<file path="config.mk">
export PLATFORM = sky130hd
export DESIGN_NAME = uart_rx_fifo
export DESIGN_NICKNAME = d
export VERILOG_FILES = /design/src/rtl/uart_rx_pkg.sv /design/src/rtl/urx_reset_sync.sv /design/src/rtl/urx_line_sync.sv /design/src/rtl/urx_deframer.sv /design/src/rtl/urx_fifo.sv /design/src/rtl/uart_rx_fifo.sv
export SDC_FILE = /design/constraint.sdc
export NUM_CORES = 1
export LEC_CHECK = 0
export BUFFER_PORTS_ARGS = -buffer_cell sky130_fd_sc_hd__buf_2
export CAP_MARGIN = 20
export CORE_MARGIN = 1.5
export CORE_UTILIZATION = 61
export DETAILED_ROUTE_END_ITERATION = 8
export PLACE_DENSITY = 0.83
export SETUP_SLACK_MARGIN = 0.05
export SLEW_MARGIN = 20
export SYNTH_ARGS = -nofsm -noshare
export SYNTH_HDL_FRONTEND = slang
export SYNTH_SLANG_ARGS = --single-unit
export TNS_END_PERCENT = 100
</file>
<file path="constraint.sdc">
create_clock -name clk -period 2.2 [get_ports clk]
set_input_delay 0.44 -clock clk [delete_from_list [all_inputs] [get_ports clk]]
set_output_delay 0.44 -clock clk [all_outputs]
set_load 0.05 [all_outputs]
</file>
<file path="src/rtl/uart_rx_pkg.sv">
package uart_rx_pkg;

  typedef enum logic [1:0] {
    ST_IDLE  = 2'd0,
    ST_START = 2'd1,
    ST_DATA  = 2'd2,
    ST_STOP  = 2'd3
  } rx_state_e;

  function automatic logic maj3(input logic a, input logic b, input logic c);
    return (a & b) | (a & c) | (b & c);
  endfunction

endpackage

</file>
<file path="src/rtl/urx_reset_sync.sv">
module urx_reset_sync #(
  parameter int STAGES = 2
) (
  input  logic clk,
  input  logic rst_n,
  output logic rst_n_sync
);

  logic [STAGES-1:0] chain_q;

  always_ff @(posedge clk or negedge rst_n) begin
    if (!rst_n) begin
      chain_q <= '0;
    end else begin
      chain_q <= {chain_q[STAGES-2:0], 1'b1};
    end
  end

  assign rst_n_sync = chain_q[STAGES-1];

endmodule

</file>
<file path="src/rtl/urx_line_sync.sv">
module urx_line_sync #(
  parameter int STAGES = 2
) (
  input  logic clk,
  input  logic rst_n,
  input  logic din,
  output logic dout
);

  logic [STAGES-1:0] sync_q;

  always_ff @(posedge clk or negedge rst_n) begin
    if (!rst_n) begin
      sync_q <= '1;
    end else begin
      sync_q <= {sync_q[STAGES-2:0], din};
    end
  end

  assign dout = sync_q[STAGES-1];

endmodule

</file>
<file path="src/rtl/urx_deframer.sv">
module urx_deframer
  import uart_rx_pkg::*;
#(
  parameter int OSR       = 16,
  parameter int DATA_BITS = 8
) (
  input  logic                 clk,
  input  logic                 rst_n,
  input  logic                 tick,
  input  logic                 rx_s,
  output logic                 push,
  output logic [DATA_BITS-1:0] push_data,
  output logic                 ferr_set
);

  localparam int CW      = $clog2(OSR);
  localparam int BW      = (DATA_BITS > 1) ? $clog2(DATA_BITS) : 1;
  localparam int VOTE_A  = OSR / 2 - 2;
  localparam int VOTE_B  = OSR / 2 - 1;
  localparam int VOTE_C  = OSR / 2;

  rx_state_e            state_q, state_d;
  logic [CW-1:0]        cnt_q, cnt_d;
  logic [BW-1:0]        bit_q, bit_d;
  logic [DATA_BITS-1:0] shift_q, shift_d;
  logic [1:0]           votes_q, votes_d;
  logic                 last_q, last_d;
  logic                 vote;

  assign vote = maj3(votes_q[0], votes_q[1], rx_s);

  always_comb begin
    state_d  = state_q;
    cnt_d    = cnt_q;
    bit_d    = bit_q;
    shift_d  = shift_q;
    votes_d  = votes_q;
    last_d   = last_q;
    push     = 1'b0;
    ferr_set = 1'b0;
    if (tick) begin
      last_d = rx_s;
      if (state_q == ST_IDLE) begin
        if (last_q && !rx_s) begin
          state_d = ST_START;
          cnt_d   = CW'(1);
        end
      end else begin
        if (cnt_q == CW'(OSR - 1)) begin
          cnt_d = '0;
        end else begin
          cnt_d = cnt_q + 1'b1;
        end
        if (cnt_q == CW'(VOTE_A)) begin
          votes_d[0] = rx_s;
        end
        if (cnt_q == CW'(VOTE_B)) begin
          votes_d[1] = rx_s;
        end
        if (cnt_q == CW'(VOTE_C)) begin
          case (state_q)
            ST_START: begin
              if (vote) begin
                state_d = ST_IDLE;
              end
            end
            ST_DATA: begin
              shift_d = {vote, shift_q[DATA_BITS-1:1]};
            end
            ST_STOP: begin
              if (vote) begin
                push = 1'b1;
              end else begin
                ferr_set = 1'b1;
              end
              state_d = ST_IDLE;
            end
            default: ;
          endcase
        end
        if (cnt_q == CW'(OSR - 1)) begin
          case (state_q)
            ST_START: begin
              state_d = ST_DATA;
              bit_d   = '0;
            end
            ST_DATA: begin
              if (bit_q == BW'(DATA_BITS - 1)) begin
                state_d = ST_STOP;
              end else begin
                bit_d = bit_q + 1'b1;
              end
            end
            default: ;
          endcase
        end
      end
    end
  end

  always_ff @(posedge clk or negedge rst_n) begin
    if (!rst_n) begin
      state_q <= ST_IDLE;
      cnt_q   <= '0;
      bit_q   <= '0;
      shift_q <= '0;
      votes_q <= '0;
      last_q  <= 1'b1;
    end else begin
      state_q <= state_d;
      cnt_q   <= cnt_d;
      bit_q   <= bit_d;
      shift_q <= shift_d;
      votes_q <= votes_d;
      last_q  <= last_d;
    end
  end

  assign push_data = shift_q;

  // without a tick the idle receiver never leaves idle
  a_r2_idle_holds: assert property (@(posedge clk) disable iff (!rst_n)
    (state_q == ST_IDLE && !tick) |=> (state_q == ST_IDLE));

  // a frame opens only on a tick that sees the line low
  a_r2_start_on_low: assert property (@(posedge clk) disable iff (!rst_n)
    (state_q == ST_IDLE && tick && rx_s) |=> (state_q == ST_IDLE));

  // after a byte is delivered the receiver is idle again
  a_r5_push_to_idle: assert property (@(posedge clk) disable iff (!rst_n)
    push |=> (state_q == ST_IDLE));

  // a byte is never stored and flagged as bad in the same cycle
  a_r6_exclusive: assert property (@(posedge clk) disable iff (!rst_n)
    !(push && ferr_set));

endmodule

</file>
<file path="src/rtl/urx_fifo.sv">
module urx_fifo #(
  parameter int DEPTH = 8,
  parameter int W     = 8
) (
  input  logic         clk,
  input  logic         rst_n,
  input  logic         push,
  input  logic [W-1:0] push_data,
  input  logic         pop,
  output logic [W-1:0] rd_data,
  output logic         not_empty,
  output logic         ovf_evt
);

  localparam int AW   = (DEPTH > 1) ? $clog2(DEPTH) : 1;
  localparam int CNTW = $clog2(DEPTH + 1);

  logic [W-1:0]    mem_q [DEPTH];
  logic [AW-1:0]   wr_q, wr_d, rd_q, rd_d;
  logic [CNTW-1:0] cnt_q, cnt_d;
  logic            full, do_pop, do_push;

  function automatic logic [AW-1:0] ptr_inc(input logic [AW-1:0] p);
    if (p == AW'(DEPTH - 1)) begin
      return '0;
    end
    return p + 1'b1;
  endfunction

  assign full    = (cnt_q == CNTW'(DEPTH));
  assign do_pop  = pop && (cnt_q != '0);
  assign ovf_evt = push && full && !do_pop;
  assign do_push = push && !ovf_evt;

  always_comb begin
    wr_d  = wr_q;
    rd_d  = rd_q;
    cnt_d = cnt_q;
    if (ovf_evt) begin
      wr_d  = '0;
      rd_d  = '0;
      cnt_d = '0;
    end else begin
      if (do_push) begin
        wr_d = ptr_inc(wr_q);
      end
      if (do_pop) begin
        rd_d = ptr_inc(rd_q);
      end
      if (do_push && !do_pop) begin
        cnt_d = cnt_q + 1'b1;
      end else if (do_pop && !do_push) begin
        cnt_d = cnt_q - 1'b1;
      end
    end
  end

  always_ff @(posedge clk or negedge rst_n) begin
    if (!rst_n) begin
      wr_q  <= '0;
      rd_q  <= '0;
      cnt_q <= '0;
    end else begin
      wr_q  <= wr_d;
      rd_q  <= rd_d;
      cnt_q <= cnt_d;
    end
  end

  always_ff @(posedge clk) begin
    if (do_push) begin
      mem_q[wr_q] <= push_data;
    end
  end

  assign rd_data   = mem_q[rd_q];
  assign not_empty = (cnt_q != '0);

  // occupancy never exceeds the depth
  a_r7_bounded: assert property (@(posedge clk) disable iff (!rst_n)
    cnt_q <= CNTW'(DEPTH));

  // a push into an empty store makes data available next cycle
  a_r7_push_visible: assert property (@(posedge clk) disable iff (!rst_n)
    (push && cnt_q == '0) |=> not_empty);

  // popping an empty store leaves it empty
  a_r7_pop_empty: assert property (@(posedge clk) disable iff (!rst_n)
    (pop && !push && cnt_q == '0) |=> (cnt_q == '0));

  // a push into a full store with no pop empties it
  a_r8_flush: assert property (@(posedge clk) disable iff (!rst_n)
    (push && !pop && cnt_q == CNTW'(DEPTH)) |=> !not_empty);

endmodule

</file>
<file path="src/rtl/uart_rx_fifo.sv">
module uart_rx_fifo #(
  parameter int OSR         = 16,
  parameter int DATA_BITS   = 8,
  parameter int FIFO_DEPTH  = 8,
  parameter int SYNC_STAGES = 2
) (
  input  logic                 clk,
  input  logic                 rst_n,
  input  logic                 tick16,
  input  logic                 rx,
  input  logic                 pop,
  output logic [DATA_BITS-1:0] rd_data,
  output logic                 data_avail,
  output logic                 overflow,
  output logic                 frame_err
);

  logic                 rst_n_i;
  logic                 rx_s;
  logic                 push;
  logic [DATA_BITS-1:0] push_data;
  logic                 ferr_set;
  logic                 ovf_evt;
  logic                 ovf_q, ovf_d, ferr_q, ferr_d;

  urx_reset_sync #(.STAGES(SYNC_STAGES)) i_rst_sync (
    .clk        (clk),
    .rst_n      (rst_n),
    .rst_n_sync (rst_n_i)
  );

  urx_line_sync #(.STAGES(SYNC_STAGES)) i_line_sync (
    .clk   (clk),
    .rst_n (rst_n_i),
    .din   (rx),
    .dout  (rx_s)
  );

  urx_deframer #(.OSR(OSR), .DATA_BITS(DATA_BITS)) i_deframer (
    .clk       (clk),
    .rst_n     (rst_n_i),
    .tick      (tick16),
    .rx_s      (rx_s),
    .push      (push),
    .push_data (push_data),
    .ferr_set  (ferr_set)
  );

  urx_fifo #(.DEPTH(FIFO_DEPTH), .W(DATA_BITS)) i_fifo (
    .clk       (clk),
    .rst_n     (rst_n_i),
    .push      (push),
    .push_data (push_data),
    .pop       (pop),
    .rd_data   (rd_data),
    .not_empty (data_avail),
    .ovf_evt   (ovf_evt)
  );

  always_comb begin
    ovf_d  = ovf_q;
    ferr_d = ferr_q;
    if (pop) begin
      ovf_d  = 1'b0;
      ferr_d = 1'b0;
    end
    if (ovf_evt) begin
      ovf_d = 1'b1;
    end
    if (ferr_set) begin
      ferr_d = 1'b1;
    end
  end

  always_ff @(posedge clk or negedge rst_n_i) begin
    if (!rst_n_i) begin
      ovf_q  <= 1'b0;
      ferr_q <= 1'b0;
    end else begin
      ovf_q  <= ovf_d;
      ferr_q <= ferr_d;
    end
  end

  assign overflow  = ovf_q;
  assign frame_err = ferr_q;

  // an overflow event is visible on the flag the next cycle
  a_r8_flag_set: assert property (@(posedge clk) disable iff (!rst_n_i)
    ovf_evt |=> overflow);

  // a pop with no fresh overflow clears the flag
  a_r9_ovf_clear: assert property (@(posedge clk) disable iff (!rst_n_i)
    (pop && !ovf_evt) |=> !overflow);

  // a pop with no fresh framing error clears that flag
  a_r9_ferr_clear: assert property (@(posedge clk) disable iff (!rst_n_i)
    (pop && !ferr_set) |=> !frame_err);

  // the framing flag holds without a pop
  a_r6_sticky: assert property (@(posedge clk) disable iff (!rst_n_i)
    (frame_err && !pop) |=> frame_err);

endmodule

</file>
==> out/summary.txt <==
Area delta synth->final = 19.1%
Placed cell count = 413
Post-synthesis async set-or-reset flop share = 36.0%
Final net count = 359
Starting density of the core = 64.0%
Total gr overflow = 0
Comb power frac = 41.9%
Met2 WL = 4500 µm
Critical path class = register to output port
Metal1 wirelength = 3450 µm
Hold crit path type = input pin to register
CTS max path bufs = 2
Met3 wire length = 207 µm
Antenna Nets Post-Route = 0
N_diodes = 0
GRT Total Usage = 22.5%
Port Buffers = 15
Clock period minus worst slack = 2.36 ns
Number of remaining DRC errors = 0
Routed WL = 8260 µm
Number of H-tree levels = 3
Syn avg cell area = 16.1 µm²
Sw Ratio = 35.6%
Power density cells = 1120 nW/µm²
Syn Std Cell Area = 4390 µm²
Peak supply drop = 0.487 mV
Failing checks = setup timing
Area contributors post-synth = edfxtp_1 44%, dfrtp_1 19%, ha_1 4.8%
Clock root buffer master = clkbuf_8
Layout cell share with drive strength beyond 1 = 41.9%
DRT iter0 DRCs = 156
Startpoint types = register
Most frequent cells in the layout = 64 x edfxtp_1, 37 x buf_4, 32 x dfrtp_1
# setup viols final = 11
Endpoint class of the critical path = output port
Clk_skew = 0.0133 ns
Drt first pass iters = 4
Max Clk Rate = 0.424 GHz
Sequential share of the synthesized area = 64.3%
Worst slew pin tran = 0.580 ns
Die width = 87.9 µm
Overall Power = 5.87 mW
CTS tree = built
Cell-internal power = 3.78 mW
Cells after Synth = 273
Die area = 7720 µm²
Top Layer Used = met4
Synth area leader = edfxtp_1
Synth top area share = 43.7%
EDFF count, synth = 64
Vias in the first global route = 2433
Status = complete, but fails checks
IO Pins = 16
Share of power burned in the clock network = 18.9%
Commonest non-fill, non-tap cell in the layout = edfxtp_1
P_sw = 2.09 mW
Initial antenna violation count = 0
Hold Slack = 0.181 ns
Sequential power share = 39.2%
Synth cell types = 52
Data arrival time of the worst path = 1.92 ns
Wire per inst = 18.9 µm
RSZ-0062 raised after global routing = true
CP Max Fanout = 9
Clk_lat worst skew = 0.36 ns
Ys flop type = edfxtp_1
Leakage = 2.10 nW
Die H = 87.9 µm
Post-DR vias/cell = 5.67
Pins over their slew limit = 0
Required @ worst endpoint = 1.76 ns
Clk sinks = 100
Mapped Nets = 296
Setup ws final = -0.158 ns
Slew HR = 61.3%
Final period util = 107%
Site Rows = 30
Max-cap viol count = 0
Largest net degree at the start of global routing = 35
CTS buffer count = 9
Gpl congestion = 0.795
Final hold vios = 0
First-pass GRT wire length = 12600 µm
Vias = 2476
Ys Warns = 0
Register bit total from synthesis = 100
Clock transition at path regs = 0.10 ns
Core area = 6870 µm²
DP HPWL = 5530 µm
Layout Cells excl Fill = 437
[power groups by stage]
stage	sequential, mW	clock (mW)	combinational [mW]
3_5_place_dp	2.34	0	2.13
4_1_cts	2.30	1.12	2.43
6_report	2.30	1.11	2.46
5_1_grt	2.32	1.21	2.62
3_3_place_gp	2.33	0	2.05
2_1_floorplan	2.30	0	1.62
[state kept, by name, summed over array words and instances, names as in the netlist]
register,count
i_fifo.cnt_q,4
i_deframer.last_q,1
i_fifo.mem_q,64
frame_err,1
i_deframer.votes_q,2
i_deframer.state_q,2
i_deframer.cnt_q,4
i_deframer.push_data,8
i_line_sync.sync_q,2
i_fifo.rd_q,3
i_deframer.bit_q,3
i_fifo.wr_q,3
overflow,1
i_rst_sync.chain_q,2
[worst max-delay path, cell delays in order (launching register included)]
cell     delay (ns)
dfrtp_2        0.42
buf_12         0.15
mux4_2         0.54
mux2_4         0.29
buf_6          0.15
[cells in the mapped netlist (3+ instances only)]
master / instances
clkbuf_1: 3
nor3_1: 6
mux4_2: 8
dfrtp_1: 33
mux2i_1: 3
inv_1: 13
mux2_4: 8
a22o_1: 3
nand2_1: 16
ha_1: 17
edfxtp_1: 64
mux4_1: 8
nand3_1: 5
a21oi_1: 5
o21ai_1: 3
mux2_2: 12
nand2b_1: 3
o21ai_0: 5
nor2b_1: 3
nor2_1: 14
dfstp_2: 3
[area by class of cell]
class                      instances  area [µm²]
clock buffer                       9         124
clock inverter                     7        65.1
fill                             401        1630
inverter                          13        53.8
multi-input combinational        153        1550
sequential                       100        2830
tap                               96         120
timing repair buffer              59         498
[timing repair]
item                                    CTS  global route
endpoints found under the setup margin   10            11
endpoints found under the hold margin     2             0
gates resized for setup                  33             6
setup buffers                             5             2
hold buffers                              1             0
pin swaps                                 7             2
gates cloned                              0             0
[metal layers]
layer / GRT usage (%) / vias to the layer above
met3: 4.43 / 11
met1: 29.6 / 1258
met4: 5.92 / 0
li1: - / 1163
met5: 0 / -
met2: 38.7 / 44
[final timing paths]
check,from,end,slack (ns),cells after the start
min in group asynchronous,i_rst_sync.chain_q[1],i_deframer.cnt_q[3],0.27,1
worst min register to register,i_rst_sync.chain_q[1],i_deframer.cnt_q[3],0.27,1
worst max-delay path,i_fifo.rd_q[0],rd_data[0],-0.16,4
max in group asynchronous,i_rst_sync.chain_q[1],i_deframer.last_q,1.58,1
worst max register to register,i_deframer.cnt_q[0],i_fifo.cnt_q[3],-0.09,13
worst min-delay path,rx,i_line_sync.sync_q[0],0.18,1
[stage by stage]
| step | util, % | setup slack, ns | area (µm²) | TNS, ns |
|---|---|---|---|---|
| 2_1_floorplan | - | -0.0830 | 4470 | -0.505 |
| 4_1_cts | 75.8 | -0.188 | 5210 | -1.40 |
| 3_3_place_gp | 71.4 | 0.0143 | 4910 | 0 |
| 5_1_grt | 76.2 | -0.217 | 5240 | -2.07 |
| 6_report | 76.2 | -0.158 | 5240 | -1.20 |
| 3_5_place_dp | 71.4 | -0.159 | 4910 | -0.190 |
[cells by family (layout without fill, tap and decap cells)]
group / count (synthesis) / in the layout / share of synthesized area, %
buffers and inverters: 20 / 88 / 2.28
adders and majority gates: 19 / 19 / 5.55
xor gates and xnor gates: 2 / 2 / 0.399
DFF: 100 / 100 / 64.3
AOI/OAI and AO/OA: 29 / 29 / 4.53
and+or+nand+nor: 63 / 63 / 7.46
muxes: 39 / 39 / 15.4
other: 1 / 1 / 0.0853
(Power assumes the default switching activity.)
